$ cat config.mk
export PLATFORM = sky130hd
export DESIGN_NAME = pfc_cycle_seq
export DESIGN_NICKNAME = d
export VERILOG_FILES = /design/src/rtl/pfc_seq_pkg.sv /design/src/rtl/pfc_ready_gather.sv /design/src/rtl/pfc_cycle_fsm.sv /design/src/rtl/pfc_startup.sv /design/src/rtl/pfc_trip_guard.sv /design/src/rtl/pfc_cycle_seq.sv
export SDC_FILE = /design/constraint.sdc
export NUM_CORES = 1
export LEC_CHECK = 0
export BUFFER_PORTS_ARGS = -buffer_cell sky130_fd_sc_hd__buf_4
export CORE_MARGIN = 10
export CORE_UTILIZATION = 34
export CTS_CLUSTER_DIAMETER = 120
export DETAILED_ROUTE_END_ITERATION = 16
export GPL_TIMING_DRIVEN = 0
export SLEW_MARGIN = 20
export SYNTH_ARGS = -nofsm -noshare
export SYNTH_HDL_FRONTEND = slang
export SYNTH_HIERARCHICAL = 1
export SYNTH_SLANG_ARGS = --single-unit
export TNS_END_PERCENT = 10
$ cat constraint.sdc
create_clock -name clk -period 1.6 [get_ports clk]
set_input_delay 0.08 -clock clk [delete_from_list [all_inputs] [get_ports clk]]
set_output_delay 0.08 -clock clk [all_outputs]
set_load 0.01 [all_outputs]
$ cat src/rtl/pfc_seq_pkg.sv
package pfc_seq_pkg;
  typedef enum logic [2:0] {
    ST_IDLE  = 3'd0,
    ST_ACQ   = 3'd1,
    ST_OUTER = 3'd2,
    ST_REF   = 3'd3,
    ST_INNER = 3'd4
  } seq_state_e;
endpackage

$ cat src/rtl/pfc_ready_gather.sv
module pfc_ready_gather #(
  parameter int N = 3
) (
  input  logic         clk,
  input  logic         rst_n,
  input  logic         en,
  input  logic [N-1:0] rdy,
  output logic         done
);
  logic [N-1:0] mask_q, mask_d, seen;

  assign seen = mask_q | rdy;
  assign done = en & (&seen);

  always_comb begin
    mask_d = '0;
    if (en && !done) mask_d = seen;
  end

  always_ff @(posedge clk or negedge rst_n) begin
    if (!rst_n) mask_q <= '0;
    else        mask_q <= mask_d;
  end

  // nothing is retained while the stage is not awaited
  a_r6_mask_empty_idle: assert property (@(posedge clk) disable iff (!rst_n)
    !en |=> (mask_q == '0));
endmodule

$ cat src/rtl/pfc_cycle_fsm.sv
module pfc_cycle_fsm
  import pfc_seq_pkg::*;
(
  input  logic clk,
  input  logic rst_n,
  input  logic tick,
  input  logic adc_done,
  input  logic outer_done,
  input  logic ref_ready,
  input  logic inner_ready,
  output logic in_acq,
  output logic in_outer,
  output logic adc_start,
  output logic outer_start,
  output logic ref_start,
  output logic inner_start,
  output logic duty_upd,
  output logic overrun
);
  seq_state_e state_q, state_d;
  logic [4:0] strb_q, strb_d;
  logic       ovr_q, ovr_d;

  always_comb begin
    state_d = state_q;
    strb_d  = '0;
    ovr_d   = tick && (state_q != ST_IDLE);
    unique case (state_q)
      ST_IDLE:  if (tick)        begin state_d = ST_ACQ;   strb_d[0] = 1'b1; end
      ST_ACQ:   if (adc_done)    begin state_d = ST_OUTER; strb_d[1] = 1'b1; end
      ST_OUTER: if (outer_done)  begin state_d = ST_REF;   strb_d[2] = 1'b1; end
      ST_REF:   if (ref_ready)   begin state_d = ST_INNER; strb_d[3] = 1'b1; end
      ST_INNER: if (inner_ready) begin state_d = ST_IDLE;  strb_d[4] = 1'b1; end
      default:                   state_d = ST_IDLE;
    endcase
  end

  always_ff @(posedge clk or negedge rst_n) begin
    if (!rst_n) begin
      state_q <= ST_IDLE;
      strb_q  <= '0;
      ovr_q   <= 1'b0;
    end else begin
      state_q <= state_d;
      strb_q  <= strb_d;
      ovr_q   <= ovr_d;
    end
  end

  assign in_acq      = (state_q == ST_ACQ);
  assign in_outer    = (state_q == ST_OUTER);
  assign adc_start   = strb_q[0];
  assign outer_start = strb_q[1];
  assign ref_start   = strb_q[2];
  assign inner_start = strb_q[3];
  assign duty_upd    = strb_q[4];
  assign overrun     = ovr_q;

  a_r5_strobes_exclusive: assert property (@(posedge clk) disable iff (!rst_n)
    $onehot0({adc_start, outer_start, ref_start, inner_start, duty_upd}));
  a_r2_adc_start_single: assert property (@(posedge clk) disable iff (!rst_n)
    adc_start |=> !adc_start);
  a_r7_overrun_no_launch: assert property (@(posedge clk) disable iff (!rst_n)
    overrun |-> !adc_start);
  a_r3_outer_after_acq: assert property (@(posedge clk) disable iff (!rst_n)
    outer_start |-> $past(in_acq));
endmodule

$ cat src/rtl/pfc_startup.sv
module pfc_startup #(
  parameter int PRECHG_CYC = 5000000
) (
  input  logic clk,
  input  logic rst_n,
  output logic bypass_on
);
  localparam int CW = $clog2(PRECHG_CYC + 1);
  logic [CW-1:0] cnt_q, cnt_d;
  logic          byp_q, byp_d;
  logic          cnt_en;

  assign cnt_en = !byp_q;

  always_comb begin
    cnt_d = cnt_q;
    byp_d = byp_q;
    if (cnt_en) begin
      cnt_d = cnt_q + 1'b1;
      if (cnt_q == CW'(PRECHG_CYC - 1)) byp_d = 1'b1;
    end
  end

  always_ff @(posedge clk or negedge rst_n) begin
    if (!rst_n) begin
      cnt_q <= '0;
      byp_q <= 1'b0;
    end else begin
      if (cnt_en) cnt_q <= cnt_d;
      byp_q <= byp_d;
    end
  end

  assign bypass_on = byp_q;

  a_r8_bypass_holds: assert property (@(posedge clk) disable iff (!rst_n)
    bypass_on |=> bypass_on);
endmodule

$ cat src/rtl/pfc_trip_guard.sv
module pfc_trip_guard #(
  parameter int DW = 16
) (
  input  logic          clk,
  input  logic          rst_n,
  input  logic          bypass_on,
  input  logic [DW-1:0] iin_meas,
  input  logic [DW-1:0] vout_meas,
  input  logic [DW-1:0] iin_limit,
  input  logic [DW-1:0] vout_limit,
  output logic          fault,
  output logic          pwm_en
);
  logic over_i, over_v;
  logic flt_q, flt_d, pwm_q, pwm_d;

  assign over_i = iin_meas > iin_limit;
  assign over_v = vout_meas > vout_limit;

  always_comb begin
    flt_d = flt_q | over_i | over_v;
    pwm_d = bypass_on & ~flt_d;
  end

  always_ff @(posedge clk or negedge rst_n) begin
    if (!rst_n) begin
      flt_q <= 1'b0;
      pwm_q <= 1'b0;
    end else begin
      flt_q <= flt_d;
      pwm_q <= pwm_d;
    end
  end

  assign fault  = flt_q;
  assign pwm_en = pwm_q;

  a_r9_pwm_needs_clear: assert property (@(posedge clk) disable iff (!rst_n)
    pwm_en |-> (bypass_on && !fault));
  a_r11_fault_sticky: assert property (@(posedge clk) disable iff (!rst_n)
    fault |=> fault);
  a_r8_pwm_after_bypass: assert property (@(posedge clk) disable iff (!rst_n)
    $rose(pwm_en) |-> $past(bypass_on));
endmodule

$ cat src/rtl/pfc_cycle_seq.sv
module pfc_cycle_seq #(
  parameter int N_ADC      = 3,
  parameter int N_OUTER    = 3,
  parameter int DW         = 16,
  parameter int PRECHG_CYC = 5000000
) (
  input  logic               clk,
  input  logic               rst_n,
  input  logic               tick,
  output logic               adc_start,
  input  logic [N_ADC-1:0]   adc_ready,
  output logic               outer_start,
  input  logic [N_OUTER-1:0] outer_ready,
  output logic               ref_start,
  input  logic               ref_ready,
  output logic               inner_start,
  input  logic               inner_ready,
  output logic               duty_upd,
  output logic               overrun,
  input  logic [DW-1:0]      iin_meas,
  input  logic [DW-1:0]      vout_meas,
  input  logic [DW-1:0]      iin_limit,
  input  logic [DW-1:0]      vout_limit,
  output logic               bypass_on,
  output logic               pwm_en,
  output logic               fault
);
  logic in_acq, in_outer, adc_done, outer_done;

  pfc_ready_gather #(.N(N_ADC)) u_adc_gather (
    .clk(clk), .rst_n(rst_n), .en(in_acq), .rdy(adc_ready), .done(adc_done)
  );

  pfc_ready_gather #(.N(N_OUTER)) u_outer_gather (
    .clk(clk), .rst_n(rst_n), .en(in_outer), .rdy(outer_ready), .done(outer_done)
  );

  pfc_cycle_fsm u_fsm (
    .clk(clk), .rst_n(rst_n), .tick(tick),
    .adc_done(adc_done), .outer_done(outer_done),
    .ref_ready(ref_ready), .inner_ready(inner_ready),
    .in_acq(in_acq), .in_outer(in_outer),
    .adc_start(adc_start), .outer_start(outer_start), .ref_start(ref_start),
    .inner_start(inner_start), .duty_upd(duty_upd), .overrun(overrun)
  );

  pfc_startup #(.PRECHG_CYC(PRECHG_CYC)) u_startup (
    .clk(clk), .rst_n(rst_n), .bypass_on(bypass_on)
  );

  pfc_trip_guard #(.DW(DW)) u_guard (
    .clk(clk), .rst_n(rst_n), .bypass_on(bypass_on),
    .iin_meas(iin_meas), .vout_meas(vout_meas),
    .iin_limit(iin_limit), .vout_limit(vout_limit),
    .fault(fault), .pwm_en(pwm_en)
  );
endmodule

# --- Word level (Yosys, flattened, before mapping) ---
# Cells that the tools add are included.
classes:
  n_addsub: 1
  multipliers: 0
  n_div: 0
  magnitude_cmp: 2
  n_eq_ne: 10
  shifts: 0
  mux: 20
  bitwise: 8
  reduce_logical: 10
ops:
  columns: ["operator", "n"]
  rows:
  - ["$gt A16 B16 Y1", 2]
  - ["$add A23 B1 Y23 const B", 1]
  - ["$eq A23 B23 Y1 const B", 1]
  - ["$mux W3", 7]
  - ["$pmux W3 S5", 1]
  - ["$mux W1", 12]
  - ["$ne A2 B2 Y1 const B", 5]
  - ["$eq A3 B2 Y1 const B", 2]
  - ["$or A3 B3 Y3", 2]
  - ["$reduce_and A3 Y1", 2]
  - ["$reduce_and A5 Y1", 1]
  - ["$and A1 B1 Y1", 3]
  - ["$eq A3 B1 Y1 const B", 1]
  - ["$eq A3 B3 Y1 const B", 1]
  - ["$logic_and A1 B1 Y1", 3]
  - ["$logic_not A3 Y1", 1]
  - ["$reduce_bool A3 Y1", 1]
  - ["$logic_not A1 Y1", 2]
  - ["$or A1 B1 Y1", 2]
  - ["$not A1 Y1", 1]
totals:
  ff_bits: 41
  latchBits: 0
  mem_bits_rw: 0
  romBits: 0
  word_cells: 60
  mem_count: 0

# --- Logic depth before layout (Yosys ltp) ---
# Gate-level depths: netlist of the first run.
depth:
  depth_word: 6
  ltp_mapped: 8
  depth_no_buf: 8

# --- By module ---
# Netlist of the first run, hierarchy kept.
modules_own_cells:
  columns: ["module", "instances", "cells_each", "area_per_inst_um2", "seq_area_each_um2"]
  rows:
  - ["pfc_startup", 1, 98, 1156.1, 600.6]
  - ["pfc_trip_guard", 1, 122, 873.3, 50.0]
  - ["pfc_cycle_fsm", 1, 31, 374.1, 225.2]
  - ["pfc_ready_gather", 2, 11, 135.1, 75.1]

# --- Least setup slack after synthesis of the first run ---
# OpenSTA, ideal clock, no wires.
synth_timing:
  path_kind: "input-to-reg"
  from: "input port iin_limit[11]"
  to: "register u_guard.pwm_q, in the netlist u_guard/pwm_en"
  arrival_ps: 1413
  required_time_ps: 1480
  slack_ps: 67
  cell_stages: 7
  path_buffers: 0
  path_cell_list: "inv_1 > ha_1 > nand4_1 > or4_4 > o211ai_2 > o21ai_1 > and3_1"
synth_between:
  elab_chain_len: 5
synth_rtl:
  columns: ["item", "line_no", "text"]
  rows:
  - ["start: declaration", "pfc_cycle_seq.sv:22", "input logic [DW-1:0] iin_limit,"]
  - ["$gt A16 B16 Y1", "pfc_trip_guard.sv:17", "assign over_i = iin_meas > iin_limit;"]
  - ["$or A1 B1 Y1 (2 in series)", "pfc_trip_guard.sv:21", "flt_d = flt_q | over_i | over_v;"]
  - ["$not A1 Y1", "pfc_trip_guard.sv:22", "pwm_d = bypass_on & ~flt_d;"]
  - ["$and A1 B1 Y1", "pfc_trip_guard.sv:22", null]
  - ["named net u_guard.pwm_d", "pfc_trip_guard.sv:15", "logic flt_q, flt_d, pwm_q, pwm_d;"]
  - ["end signal: assignment", "pfc_trip_guard.sv:31", "pwm_q <= pwm_d;"]
  - ["end: declaration", "pfc_trip_guard.sv:15", null]
# The timed path passes the listed nets, and every way through them passes these cells.
# A chain may end at the register's enable or synchronous reset.

# --- Worst setup path after layout of the first run ---
layout_timing:
  from: "register u_fsm.state_q[2]"
  to: "register u_fsm.state_q[0]"
layout_between:
  elab_chain_len: 4
  word_cells_on_any_way: 14
  cone_classes: "eq/ne (9); mux (1); bitwise (2); reduce/logical (2)"
layout_rtl:
  columns: ["item", "line_no", "text"]
  rows:
  - ["start: declaration", "pfc_cycle_fsm.sv:20", "seq_state_e state_q, state_d;"]
  - ["start signal: assignment", "pfc_cycle_fsm.sv:44", "state_q <= state_d;"]
  - ["$eq A3 B1 Y1", "pfc_cycle_fsm.sv:50", "assign in_acq = (state_q == ST_ACQ);"]
  - ["named net in_acq", "pfc_cycle_seq.sv:28", "logic in_acq, in_outer, adc_done, outer_done;"]
  - ["$and A1 B1 Y1", "pfc_ready_gather.sv:13", "assign done = en & (&seen);"]
  - ["named net adc_done", "pfc_cycle_seq.sv:28", null]
  - ["$ne A2 B2 Y1 (no source line)", null, null]
  - ["$reduce_and A5 Y1 (no source line)", null, null]
# The timed path passes the listed nets, and every way through them passes these cells.

==> qor.log, run 1 <==
qor: run_status.run_status finished clean
qor: clock_tree.clock_tree_from_tritoncts yes
qor: detailed_routing.via_count 2246
qor: clock_tree.ctsHtreeMaxLevel 2
qor: floorplan.dieWidth 109 µm
qor: sta.post_route_setup_tns 0 ns
qor: layout.instances_no_fill 473
qor: detailed_routing.first_iter_violations 103
qor: placed_design.dp.final_hpwl 5040 µm
qor: floorplan.top_level_ports 84
qor: critical_path.critPathCapture u_fsm/state_q[0]$_DFFE_PN0P_
qor: sta.setup_slack 0.0454 ns
qor: synth.post_synth_main_area_contributors sky130_fd_sc_hd__dfrtp_1, sky130_fd_sc_hd__ha_1, sky130_fd_sc_hd__xnor2_1
qor: global_routing.grt_pass1_vias 2335
qor: floorplan.initial_utilization 0.348
qor: placed_design.place.port_buffers 83
qor: synth.seq_cells_post_synth 41
qor: detailed_routing.wl_met2 2850 µm
qor: synth.synth_common_cells sky130_fd_sc_hd__dfrtp_1, sky130_fd_sc_hd__inv_1, sky130_fd_sc_hd__ha_1
qor: synth.avgSynthCellArea 9.79 µm²
qor: layout.final_cell_area 3600 µm²
qor: critical_path.arrival 1.75 ns
qor: global_routing.antenna_found_initial 0
qor: detailed_routing.wirelength 6150 µm
qor: detailed_routing.dr.pass1.iters 4
qor: detailed_routing.drc_errors 0
qor: synth.syn-instance-count 273
qor: synth.synth_area_leader_cell sky130_fd_sc_hd__dfrtp_1
qor: clock_tree.clk_latency 0.30 ns
qor: sta.rsz0062_at_grt yes
qor: min_path.timing.hold.worst.class in -> reg
qor: critical_path.worstPathCellList or2b_4 > nor2_2 > o21ai_1 > nor2_1 > nand2b_1 > a32o_1
qor: critical_path.worst-endpoint-required 1.80 ns
qor: sta.max_freq 0.643 GHz
qor: layout.final_layout_size_suffix_gt1_frac 0.318
qor: floorplan.die-area 11800 µm²
qor: clock_tree.cts_sinks 41
qor: detailed_routing.route.antenna.remaining_nets 0
qor: critical_path.critical_path_peak_fanout 4
qor: synth.synthesis.nets 381
qor: clock_tree.clock_path_buffers 2
qor: sta.fin_crit 1.55 ns
qor: synth.ys_dominant_reg_cell sky130_fd_sc_hd__dfrtp_1
qor: critical_path.critPathLaunch u_fsm/state_q[2]$_DFFE_PN0P_
qor: layout.final_nets 478
qor: clock_tree.clk_transition_reported_paths 0.09 ns
qor: critical_path.ff2ff_setup_slack 0.05 ns
qor: layout.n_antenna_cell 0
qor: sta.worst-slew-pin-transition 0.519 ns
qor: critical_path.ff2ff_path_depth 6
qor: synth.yosys.cell_count.top_type sky130_fd_sc_hd__dfrtp_1
qor: global_routing.grt_first_pass_wirelength 10300 µm
qor: floorplan.die_y 109 µm
qor: critical_path.worst_r2r_startpoint u_fsm/state_q[2]$_DFFE_PN0P_
qor: clock_tree.cts.root.buffer_cell sky130_fd_sc_hd__clkbuf_8
qor: critical_path.timing.rr.end u_fsm/state_q[0]$_DFFE_PN0P_
qor: synth.yosysSeqAreaShare 0.384
qor: placed_design.place_area 3420 µm²
qor: global_routing.grt_remaining_overflow 0
qor: placed_design.worst_slack_after_detailed_placement -0.135 ns
qor: sta.timing.clock.skew 0.0111 ns
qor: critical_path.crit_path_end_kind flip-flop
qor: power_and_ir_drop.power-per-cell-area 749 nW/µm²
qor: detailed_routing.avg_vias_per_cell 4.75
qor: sta.min_period_over_period 0.972
qor: synth.post_synth_top_area_share 0.384
qor: synth.asyncSetResetFlopFracSynth 1.00
qor: critical_path.cp-start-kind flip-flop
qor: detailed_routing.dr_top_layer met4
qor: sta.final_hold_viol_count 0
qor: detailed_routing.detail_routed_net_length_per_standard_cell 13.0 µm
qor: floorplan.core_area 7690 µm²
qor: sta.timing.slew.headroom 0.654
qor: clock_tree.numCtsBuffers 5
qor: synth.number_of_synthesized_flops_with_an_enable_pin 0
qor: detailed_routing.met3_length 609 µm
qor: detailed_routing.drt-met1-wl 2610 µm
qor: global_routing.groute.usage.overall 0.106
qor: critical_path.slowest_delay 0.44 ns
qor: critical_path.worstSetupPathType reg -> reg
qor: sta.slew_violations 0
qor: floorplan.core.rowCount 32
qor: critical_path.cp_slowest_cell sky130_fd_sc_hd__dfrtp_2
qor: job.timing.max_cap.violations 0
qor: layout.area.growth.synth_to_final 34.8%
qor: global_routing.grt_max_degree 42
qor: synth.synth.lib_cells_used.distinct 47
qor: power_and_ir_drop.lkg_pwr 1.85 nW
qor: synth.synth.cell_area 2670 µm²
qor: placed_design.place_inst 458
qor: placed_design.global_placer_s_final_weighted_congestion 0.745
qor: power_and_ir_drop.ir_drop 326 µV
qor: synth.yosys_warnings 6
qor: sta.finalSetupViolCount 0
==> cell usage in the layout (no fill, tap or decap), types with 2 or more instances in the layout <==
| cell | Yosys | routed |
|---|---|---|
| sky130_fd_sc_hd__dlygate4sd3_1 | 0 | 2 |
| sky130_fd_sc_hd__nand3_1 | 8 | 8 |
| sky130_fd_sc_hd__o21a_1 | 2 | 2 |
| sky130_fd_sc_hd__a21oi_1 | 13 | 13 |
| sky130_fd_sc_hd__o22ai_2 | 2 | 2 |
| sky130_fd_sc_hd__and2_1 | 2 | 2 |
| sky130_fd_sc_hd__nand2_1 | 25 | 25 |
| sky130_fd_sc_hd__clkbuf_8 | 0 | 5 |
| sky130_fd_sc_hd__inv_1 | 34 | 34 |
| sky130_fd_sc_hd__xor2_1 | 7 | 7 |
| sky130_fd_sc_hd__xnor2_1 | 15 | 15 |
| sky130_fd_sc_hd__o22ai_1 | 4 | 4 |
| sky130_fd_sc_hd__nor4b_1 | 2 | 2 |
| sky130_fd_sc_hd__dfrtp_1 | 41 | 40 |
| sky130_fd_sc_hd__and3_1 | 3 | 3 |
| sky130_fd_sc_hd__nor3_1 | 4 | 4 |
| sky130_fd_sc_hd__nor4_4 | 2 | 2 |
| sky130_fd_sc_hd__nor2_1 | 14 | 13 |
| sky130_fd_sc_hd__nand2b_1 | 3 | 2 |
| sky130_fd_sc_hd__o21ai_1 | 3 | 4 |
| sky130_fd_sc_hd__o21ai_0 | 8 | 7 |
| sky130_fd_sc_hd__ha_1 | 33 | 33 |
| sky130_fd_sc_hd__buf_4 | 0 | 89 |
| sky130_fd_sc_hd__nor4_1 | 5 | 5 |
| sky130_fd_sc_hd__nand4_1 | 11 | 11 |
| sky130_fd_sc_hd__o211a_1 | 4 | 4 |
| sky130_fd_sc_hd__nor2b_1 | 4 | 4 |
==> cell type report <==
type	count	area, µm²
Tap cell	102	128
Timing Repair Buffer	91	688
Sequential cell	41	1030
Inverter	34	128
Clock buffer	5	68.8
Buffer	1	5.00
Multi-Input combinational cell	196	1540
Fill cell	786	4080
Clock inverter	3	25.0
==> worst max-delay path, delay by kind of cell, from the launching register on <==
kind | cells | cell delay [ns]
simple gates | 4 | 0.66
flops | 1 | 0.44
compound gates | 2 | 0.35
==> per-layer routing <==
metal	track usage	vias to the layer above
li1	-	1157
met1	0.118	1021
met2	0.172	62
met3	0.0537	6
met4	0.0367	0
met5	0	-
==> repair_timing <==
action | in CTS | in global routing
pin swaps | 0 | 3
setup buffers | 2 | 4
hold buffers | 2 | 0
gates resized for setup | 2 | 5
endpoints found under the hold margin | 42 | 0
endpoints found under the setup margin | 3 | 11
==> stage by stage <==
step | hold slack (ns) | utilization | total power (W)
2_1_floorplan | -0.216 | - | 0.00158
3_3_place_gp | 0.0922 | 0.445 | 0.00187
3_5_place_dp | 0.0910 | 0.445 | 0.00189
4_1_cts | 0.0399 | 0.464 | 0.00265
5_1_grt | 0.0333 | 0.469 | 0.00289
6_report | 0.0461 | 0.469 | 0.00270
==> where the power goes <==
| group | switching [W] | leakage (nW) | internal [W] |
|---|---|---|---|
| sequential | 0.0000648 | 0.543 | 0.00113 |
| combinational | 0.000339 | 1.26 | 0.000464 |
| clock | 0.000389 | 0.0447 | 0.000315 |
| total | 0.000792 | 1.85 | 0.00191 |
==> registers in the layout, summed over array words and instances (netlist names) <==
name,cells
u_startup/cnt_q,23
u_fsm/strb_q,5
u_adc_gather/mask_q,3
u_fsm/state_q,3
u_outer_gather/mask_q,3
u_fsm/overrun,1
u_guard/fault,1
u_guard/pwm_en,1
u_startup/bypass_on,1
==> cell families after synthesis <==
| kind of cell | synth area share |
|---|---|
| and+or+nand+nor | 0.219 |
| AOI/OAI and AO/OA | 0.110 |
| DFF | 0.384 |
| buffers and inverters | 0.0510 |
| adders and majority gates | 0.154 |
| xor gates and xnor gates | 0.0721 |
| muxes | 0.00982 |
==> how the worst min path moves through the flow <==
stage                         startpoint                                  to  slack [ns]  cells after the start
after global placement             rst_n             u_fsm/overrun$_DFF_PN0_        0.09                      1
after floorplan                    rst_n    u_adc_gather/mask_q[0]$_DFF_PN0_       -0.22                      0
after global routing           ref_ready        u_fsm/state_q[1]$_DFFE_PN0P_        0.03                      3
after detailed placement           rst_n           u_fsm/strb_q[0]$_DFF_PN0_        0.09                      1
final                          ref_ready        u_fsm/state_q[1]$_DFFE_PN0P_        0.05                      3
after CTS                 outer_ready[0]  u_outer_gather/mask_q[0]$_DFF_PN0_        0.04                      2
Note: power is estimated with default switching activity, not from simulation.
==> run 2, diff against run 1 <==
Settings changed: SYNTH_HIERARCHICAL 1 to default.
==> qor.log, run 2 <==
qor: run_status.run_status finished clean
qor: layout.fin_util 0.481
qor: placed_design.global_placer_s_final_weighted_congestion 0.773
qor: detailed_routing.dr.pass1.iters 4
qor: clock_tree.cts_sinks 41
qor: layout.leading_cell_type_in_the_layout_fill_and_taps_excluded sky130_fd_sc_hd__buf_4
qor: sta.slew_violations 0
qor: layout.final_cell_area 3530 µm²
qor: detailed_routing.detail_routed_net_length_per_standard_cell 13.2 µm
qor: floorplan.dieWidth 107 µm
qor: critical_path.critical_path_peak_fanout 9
qor: detailed_routing.first_iter_violations 100
qor: layout.regMostFlops u_startup.cnt_q
qor: critical_path.critPathCapture u_startup.cnt_q[22]$_DFFE_PN0N_
qor: synth.yosys_warnings 0
qor: power_and_ir_drop.power-per-cell-area 731 nW/µm²
qor: critical_path.crit_path_end_kind flip-flop
qor: floorplan.die-area 11500 µm²
qor: detailed_routing.route.antenna.remaining_nets 0
qor: clock_tree.cts.root.buffer_cell sky130_fd_sc_hd__clkbuf_8
qor: critical_path.timing.rr.end u_startup.cnt_q[22]$_DFFE_PN0N_
qor: clock_tree.clock_path_buffers 2
qor: clock_tree.ctsHtreeMaxLevel 2
qor: clock_tree.clock_tree_from_tritoncts yes
qor: layout.max_ffs_per_register 23
qor: sta.finalSetupViolCount 0
qor: synth.synthesis.nets 379
qor: synth.asyncSetResetFlopFracSynth 1.00
qor: sta.worst-slew-pin-transition 0.524 ns
qor: detailed_routing.avg_vias_per_cell 4.72
qor: power_and_ir_drop.power 0.00258 W
qor: power_and_ir_drop.lkg_pwr 1.83 nW
qor: sta.fin_crit 1.58 ns
qor: detailed_routing.via_count 2205
qor: synth.syn-instance-count 271
qor: placed_design.place_area 3340 µm²
qor: sta.min_period_over_period 0.986
qor: floorplan.core_area 7330 µm²
qor: synth.post_synth_main_area_contributors sky130_fd_sc_hd__dfrtp_1, sky130_fd_sc_hd__ha_1, sky130_fd_sc_hd__inv_1
qor: global_routing.antenna_found_initial 0
qor: critical_path.ff2ff_setup_slack 0.02 ns
qor: global_routing.grt_first_pass_wirelength 10100 µm
qor: critical_path.worst-endpoint-required 1.82 ns
qor: synth.synth.cell_area 2590 µm²
qor: layout.n_antenna_cell 0
qor: synth.yosysSeqAreaShare 0.396
qor: placed_design.dp.final_hpwl 5030 µm
qor: detailed_routing.wirelength 6150 µm
qor: detailed_routing.wl_met2 2950 µm
qor: synth.yosys.cell_count.top_type sky130_fd_sc_hd__dfrtp_1
qor: synth.seq_cells_post_synth 41
qor: detailed_routing.drt-met1-wl 2750 µm
qor: placed_design.place.port_buffers 83
qor: clock_tree.clk_latency 0.29 ns
qor: sta.post_route_setup_tns 0 ns
qor: global_routing.groute.usage.overall 0.105
qor: critical_path.worstSetupPathType reg -> reg
qor: synth.synth.lib_cells_used.distinct 43
qor: global_routing.grt_max_degree 42
qor: layout.mostFrequentLayoutCells sky130_fd_sc_hd__buf_4, sky130_fd_sc_hd__dfrtp_1, sky130_fd_sc_hd__inv_1
qor: critical_path.arrival 1.80 ns
qor: clock_tree.clk_transition_reported_paths 0.08 ns
qor: power_and_ir_drop.ir_drop 696 µV
qor: layout.final_layout_size_suffix_gt1_frac 0.313
qor: min_path.timing.hold.worst.class in -> reg
qor: synth.ys_dominant_reg_cell sky130_fd_sc_hd__dfrtp_1
qor: synth.post_synth_top_area_share 0.396
qor: critical_path.worst_r2r_startpoint u_startup.bypass_on$_DFF_PN0_
qor: synth.avgSynthCellArea 9.57 µm²
qor: synth.synth_common_cells sky130_fd_sc_hd__dfrtp_1, sky130_fd_sc_hd__inv_1, sky130_fd_sc_hd__ha_1
qor: detailed_routing.dr_top_layer met4
qor: detailed_routing.drc_errors 0
qor: critical_path.critPathLaunch u_startup.bypass_on$_DFF_PN0_
qor: synth.synth_area_leader_cell sky130_fd_sc_hd__dfrtp_1
qor: floorplan.die_y 107 µm
qor: synth.number_of_synthesized_flops_with_an_enable_pin 0
qor: job.timing.max_cap.violations 0
qor: layout.final.fill_count 686
qor: layout.final_nets 475
qor: floorplan.top_level_ports 84
qor: global_routing.grt_remaining_overflow 0
qor: floorplan.core.rowCount 31
qor: clock_tree.numCtsBuffers 5
qor: sta.timing.slew.headroom 0.651
qor: sta.max_freq 0.634 GHz
qor: sta.final_hold_viol_count 0
qor: sta.rsz0062_at_grt yes
qor: critical_path.cp-start-kind flip-flop
qor: layout.reg_top3 u_startup.cnt_q (23), u_fsm.strb_q (5)
qor: layout.area.growth.synth_to_final 36.0%
qor: sta.timing.clock.skew 0.00554 ns
qor: detailed_routing.met3_length 407 µm
qor: critical_path.ff2ff_path_depth 6
qor: global_routing.grt_pass1_vias 2266
qor: floorplan.initial_utilization 0.354
-- run 2: kinds of logic after synthesis --
family          after synthesis  synth area share
compound gates               26            0.0762
fa+ha+maj                    33             0.159
simple gates                109             0.231
xor+xnor                     22            0.0743
buf+inv                      39            0.0593
flops                        41             0.396
mux                           1           0.00434
-- run 2: worst min-delay path by stage --
stage                from                                 end  slack [ns]  cells past startpoint
detailed placement  rst_n        u_fsm.state_q[2]$_DFFE_PN0P_         0.1                      1
global route         tick           u_fsm.strb_q[0]$_DFF_PN0_        0.02                      2
CTS                  tick           u_fsm.strb_q[0]$_DFF_PN0_        0.02                      2
floorplan           rst_n    u_adc_gather.mask_q[0]$_DFF_PN0_       -0.22                      0
global placement    rst_n  u_outer_gather.mask_q[2]$_DFF_PN0_         0.1                      1
finish               tick           u_fsm.strb_q[0]$_DFF_PN0_        0.02                      2
-- run 2: critical path, stage by stage, from the launching register on --
cell and delay, ns:
sky130_fd_sc_hd__dfrtp_1 0.39, sky130_fd_sc_hd__buf_6 0.15, sky130_fd_sc_hd__and3b_2 0.27, sky130_fd_sc_hd__nand4_4 0.14, sky130_fd_sc_hd__or2_4 0.28, sky130_fd_sc_hd__nor3_2 0.12
sky130_fd_sc_hd__xor2_1 0.14
-- run 2: repair_timing --
| action | in CTS | in global routing |
|---|---|---|
| hold buffers | 2 | 0 |
| gates resized for setup | 3 | 7 |
| hold endpoints to repair | 42 | 0 |
| endpoints found under the setup margin | 4 | 9 |
| buffers inserted | 4 | 0 |
| pin swaps | 5 | 4 |
-- run 2: report_power, final --
part           total (W)  internal (W)  switching, W
logic           0.000664      0.000333      0.000331
clock network   0.000739      0.000390      0.000349
registers        0.00117       0.00114     0.0000368
-- run 2: metal layers --
metal | GRT usage | vias up
met5 | 0 | -
met4 | 0.0258 | 0
met3 | 0.0323 | 7
met2 | 0.179 | 65
met1 | 0.126 | 1010
li1 | - | 1123
-- run 2: layout make-up --
cell class	count	area (µm²)	area share
buffer	3	18.8	0.00532
clock buffer	7	96.3	0.0273
clock inverter	1	5.00	0.00142
inverter	36	135	0.0383
multi-input combinational	191	1450	0.410
sequential	41	1030	0.291
tap	99	124	0.0351
timing repair buffer	89	673	0.191
-- run 2: stage by stage --
| stage | hold WS (ns) | setup WS (ns) | std cells |
|---|---|---|---|
| after floorplan | -0.216 | 0.00617 | 271 |
| after global placement | 0.0952 | -0.210 | 453 |
| after detailed placement | 0.0953 | -0.225 | 453 |
| after CTS | 0.0191 | -0.00766 | 467 |
| after global routing | 0.0202 | -0.0897 | 467 |
| final | 0.0217 | 0.0218 | 467 |
